`src/rtl/irq_chain_pkg.sv`:
```
// Package: shared helpers for the interrupt acknowledge chain.
// Assumes vector widths are wide enough for offset plus slice count.
package irq_chain_pkg;

    // Vector value assigned to a slice: a base offset plus its position.
    function automatic int vec_for_slot(input int offset, input int idx);
        return offset + idx;
    endfunction

endpackage

```
`src/rtl/irq_req_or.sv`:
```
// Module: irq_req_or
// Combines all per-slice requests into the single processor request.
// Assumes requests are already synchronous to clk.
module irq_req_or #(
    parameter int N_DEV = 8
) (
    input  logic [N_DEV-1:0] req,
    output logic             any_req
);

    // Reduction OR of every local request.
    always_comb begin
        any_req = |req;
    end

endmodule

```
`src/rtl/irq_chain_slice.sv`:
```
// Module: irq_chain_slice
// One device interface in the acknowledge chain. It forwards the
// acknowledge only when idle, and latches itself as the winner on the
// capture pulse. It holds the win until the acknowledge level drops.
// Assumes ack_start is a single-cycle pulse at the start of an acknowledge.
module irq_chain_slice #(
    parameter int               VEC_W    = 8,
    parameter logic [VEC_W-1:0] SLOT_VEC = '0
) (
    input  logic             clk,
    input  logic             rst_n,
    input  logic             req,
    input  logic             ack_in,
    input  logic             ack_start,
    input  logic             ack_level,
    output logic             ack_out,
    output logic             drive,
    output logic [VEC_W-1:0] vec_out
);

    logic won;

    // Pass the acknowledge down only when this slice is not requesting.
    always_comb begin
        ack_out = ack_in & ~req;
    end

    // Capture the win on the acknowledge start and release it when the acknowledge falls.
    always_ff @(posedge clk) begin
        if (!rst_n) begin
            won <= 1'b0;
        end else if (!ack_level) begin
            won <= 1'b0;
        end else if (ack_start) begin
            won <= ack_in & req;
        end
    end

    // Present the enable and the gated constant vector.
    always_comb begin
        drive   = won;
        vec_out = won ? SLOT_VEC : '0;
    end

endmodule

```
`src/rtl/irq_vec_merge.sv`:
```
// Module: irq_vec_merge
// Models the shared vector bus: ORs the gated vectors of all slices.
// An undriven bus reads as zero. Assumes at most one slice drives.
module irq_vec_merge #(
    parameter int N_DEV = 8,
    parameter int VEC_W = 8
) (
    input  logic [N_DEV*VEC_W-1:0] vec_flat,
    input  logic [N_DEV-1:0]       en,
    output logic [VEC_W-1:0]       bus,
    output logic                   valid
);

    // Wired-OR of the already gated slice vectors.
    always_comb begin
        bus = '0;
        for (int i = 0; i < N_DEV; i++) begin
            bus = bus | vec_flat[i*VEC_W +: VEC_W];
        end
    end

    // The bus is valid whenever any slice holds its enable.
    always_comb begin
        valid = |en;
    end

endmodule

```
`src/rtl/irq_daisy_chain.sv`:
```
// Module: irq_daisy_chain (top)
// A row of N_DEV slices that share one request line and settle priority
// by rippling the acknowledge from slice 0 toward slice N_DEV-1.
// Assumes inta is synchronous to clk and follows the four-phase handshake.
module irq_daisy_chain #(
    parameter int N_DEV      = 8,
    parameter int VEC_W      = 8,
    parameter int VEC_OFFSET = 0
) (
    input  logic             clk,
    input  logic             rst_n,
    input  logic [N_DEV-1:0] dev_req,
    input  logic             inta,
    output logic             intr,
    output logic             ack_tail,
    output logic [N_DEV-1:0] drive_en,
    output logic [VEC_W-1:0] vec_bus,
    output logic             vec_valid
);

    localparam int FLAT_W = N_DEV * VEC_W;

    logic              inta_q;
    logic              ack_start;
    logic [N_DEV:0]    ack_link;
    logic [FLAT_W-1:0] vec_flat;

    // Remember the previous acknowledge level to find its rising edge.
    always_ff @(posedge clk) begin
        if (!rst_n) begin
            inta_q <= 1'b0;
        end else begin
            inta_q <= inta;
        end
    end

    // Single-cycle capture pulse at the start of an acknowledge.
    always_comb begin
        ack_start = inta & ~inta_q;
    end

    irq_req_or #(.N_DEV(N_DEV)) u_req_or (
        .req     (dev_req),
        .any_req (intr)
    );

    assign ack_link[0] = inta;

    // One slice for each device, linked in priority order.
    for (genvar i = 0; i < N_DEV; i++) begin : g_slice
        irq_chain_slice #(
            .VEC_W    (VEC_W),
            .SLOT_VEC (VEC_W'(irq_chain_pkg::vec_for_slot(VEC_OFFSET, i)))
        ) u_slice (
            .clk       (clk),
            .rst_n     (rst_n),
            .req       (dev_req[i]),
            .ack_in    (ack_link[i]),
            .ack_start (ack_start),
            .ack_level (inta),
            .ack_out   (ack_link[i+1]),
            .drive     (drive_en[i]),
            .vec_out   (vec_flat[i*VEC_W +: VEC_W])
        );
    end

    assign ack_tail = ack_link[N_DEV];

    irq_vec_merge #(.N_DEV(N_DEV), .VEC_W(VEC_W)) u_merge (
        .vec_flat (vec_flat),
        .en       (drive_en),
        .bus      (vec_bus),
        .valid    (vec_valid)
    );

endmodule

```
`config.mk`:
```
export PLATFORM = sky130hd
export DESIGN_NAME = irq_daisy_chain
export DESIGN_NICKNAME = d
export VERILOG_FILES = /design/src/rtl/irq_chain_pkg.sv /design/src/rtl/irq_req_or.sv /design/src/rtl/irq_chain_slice.sv /design/src/rtl/irq_vec_merge.sv /design/src/rtl/irq_daisy_chain.sv
export SDC_FILE = /design/constraint.sdc
export NUM_CORES = 1
export LEC_CHECK = 0
export BUFFER_PORTS_ARGS = -buffer_cell sky130_fd_sc_hd__buf_2
export CORE_MARGIN = 2
export CORE_UTILIZATION = 50
export CTS_CLUSTER_DIAMETER = 40
export DETAILED_ROUTE_END_ITERATION = 12
export HOLD_SLACK_MARGIN = 0.15
export PLACE_DENSITY_LB_ADDON = 0.25
export SYNTH_ARGS = -nofsm -noshare
export SYNTH_HDL_FRONTEND = slang
export SYNTH_HIERARCHICAL = 1
export SYNTH_SLANG_ARGS = --single-unit
```
`constraint.sdc`:
```
create_clock -name clk -period 3.93 [get_ports clk]
set_input_delay 0.9825 -clock clk [delete_from_list [all_inputs] [get_ports clk]]
set_output_delay 0.9825 -clock clk [all_outputs]
set_load 0.01 [all_outputs]
```
==> results.toml <==
[floorplan]
initial_core_util = 0.5183
die_h_um = 51.19
fp.dieW_um = 51.19
coreArea_um2 = 2148
io_pins = 30
rows = 17
die_area_um2 = 2620

[yosys]
netlist_instances = 153
synth_cell_types = 11
synth_top_area_share = 0.4315
syn_area_um2 = 1114
synth.avg_cell_area_um2 = 7.278
seq_area_frac_synth = 0.1618
ys_ff_latch = 9
synth.top_cells.by_area = "buf_4 43%, dfxtp_1 16%, nor4_1 11%"
synth_top_cell_by_area = "buf_4"
yosys_warnings = 6

[worst_setup_path]
endpoint_kind = "output pin"
critPathMaxFanout = 12
crit_type = "in -> out"
crit_arrival_ps = 2690
crit_required_ps = 2950
critPathLaunchType = "primary input"

[cts]
clk_latency_ps = 260
clkSlewWorstSetupHoldPaths_ps = 60
cts-resized-gates = 0
cts_buffers = 3
clk_path_buf_depth = 2
numClockSinks = 9
cts_tree = "done"
cts_hold_buf = 0
cts_setup_buffers = 0
cts-htree-levels = 1
clockRootBuffer = "clkbuf_4"

[detailed_routing]
vias_per_cell = 3.873
finalWirelength_um = 1469
drt_iter0_drc = 8
wire_per_inst_um = 7.772
dr.pass1.iters = 4
drc = 0
final_antenna_net_count = 0
vias = 732

[hold_path]
hold_path_class = "reg -> reg"

[sta]
max_freq_mhz = 272.1
finalSetupTns_ps = 0
rsz0062_at_grt = "no"
slew_violations = 0
period_minus_slack_ps = 3675
fin_worst_skew_ps = 0.8329
post-route-period-util = 0.9352
setup_viol = 0
hold_viol_final = 0

[final_layout]
stdcell_area_um2 = 979.7
area_growth_syn_to_layout_pct = -12.02
final_common_cell = "conb_1"
antenna_cells = 0
layout-drive-gt1-share = 0.2236
final_cell_mix = "52 x conb_1, 24 x buf_2, 20 x nor4_1"
fin_nets = 173

[outcome]
status = "completed"

[global_routing]
globalRoute.totalOverflow = 0
grt_pass1_vias = 584
grt_pass1_wl_um = 2477
grt_start_max_net_pins = 17
antenna_found_initial = 0
grt.total_usage = 0.1248

[placement]
place_area_um2 = 953.4
io_buffer_count = 24
dp_hpwl_um = 1181
gp_congestion = 0.7493

[pwr]
p_leak_nw = 0.4973
ir_worst_vdd_mv = 0.1035
powerDensity_nw_per_um2 = 202.6

[job]
maxCapViolCount = 0
-- cell type report --
cell class,count,area (µm²)
clock buffers,4,26.28
fillers,219,1169
multi-input cells,124,618.1
repair buffers,24,120.1
well taps,28,35.03
flip-flops and latches,9,180.2
-- cell families (layout without fill, tap and decap cells) --
| kind of cell | Yosys count | in the layout | share of synthesized area |
|---|---|---|---|
| flops | 9 | 9 | 0.1618 |
| simple gates | 64 | 64 | 0.3169 |
| other cells | 8 | 52 | 0.02697 |
| compound gates | 8 | 8 | 0.06292 |
| buf+inv | 64 | 28 | 0.4315 |
-- worst max-delay path, stage by stage --
cell and delay [ps]:
buf_2 190, nor2b_1 190, nor2b_1 170, nor2b_1 190, nor2b_1 170, nor2b_1 170, nor2b_1 170, nor2b_1 170
nor2b_1 150, buf_2 140
-- through the flow --
| step | hold WS (ps) | utilization | cells | worst slack [ps] | power (mW) |
|---|---|---|---|---|---|
| floorplan | 509.1 | - | 197 | 694.8 | 0.1530 |
| global placement | 482.0 | 0.4438 | 185 | 304.5 | 0.1276 |
| detailed placement | 490.5 | 0.4438 | 185 | 313.6 | 0.1281 |
| CTS | 503.0 | 0.4560 | 189 | 274.0 | 0.1983 |
| global route | 513.5 | 0.4560 | 189 | 18.67 | 0.2115 |
| finish | 494.3 | 0.4560 | 189 | 254.7 | 0.1985 |
-- sequential cells by signal, indices dropped and copies added (netlist names) --
signal                 cells
inta_q                     1
g_slice.u_slice/drive      8
-- power breakdown --
| part | internal, mW | switching (mW) | total [mW] |
|---|---|---|---|
| registers | 0.0922 | 0.000801 | 0.0930 |
| clock network | 0.0391 | 0.0320 | 0.0711 |
| logic | 0.0129 | 0.0214 | 0.0344 |
| total | 0.144 | 0.0542 | 0.198 |
-- worst paths after layout --
check / from / end / slack [ps] / depth (start not counted)
max: inta / ack_tail / 250 / 10
min: g_slice[0].u_slice/drive / g_slice[0].u_slice/drive / 490 / 2
max reg2reg: inta_q / g_slice[5].u_slice/drive / 2950 / 3
min reg2reg: g_slice[0].u_slice/drive / g_slice[0].u_slice/drive / 490 / 2
-- synthesized netlist by cell type --
library cell,count
and2_1,1
nand2b_1,8
nand2_1,18
nor2b_4,1
nor4_1,20
dfxtp_1,9
nand3_1,8
conb_1,8
buf_4,64
a21oi_2,8
nor2b_1,8
-- layer usage --
metal,GRT usage,vias up,part of all wire
li1,-,410,-
met1,0.1742,295,0.51
met2,0.1905,25,0.43
met3,0.01754,2,0.056
met4,0.05405,0,0.0061
met5,0,-,0
Note: power is estimated with default switching activity, not from simulation.
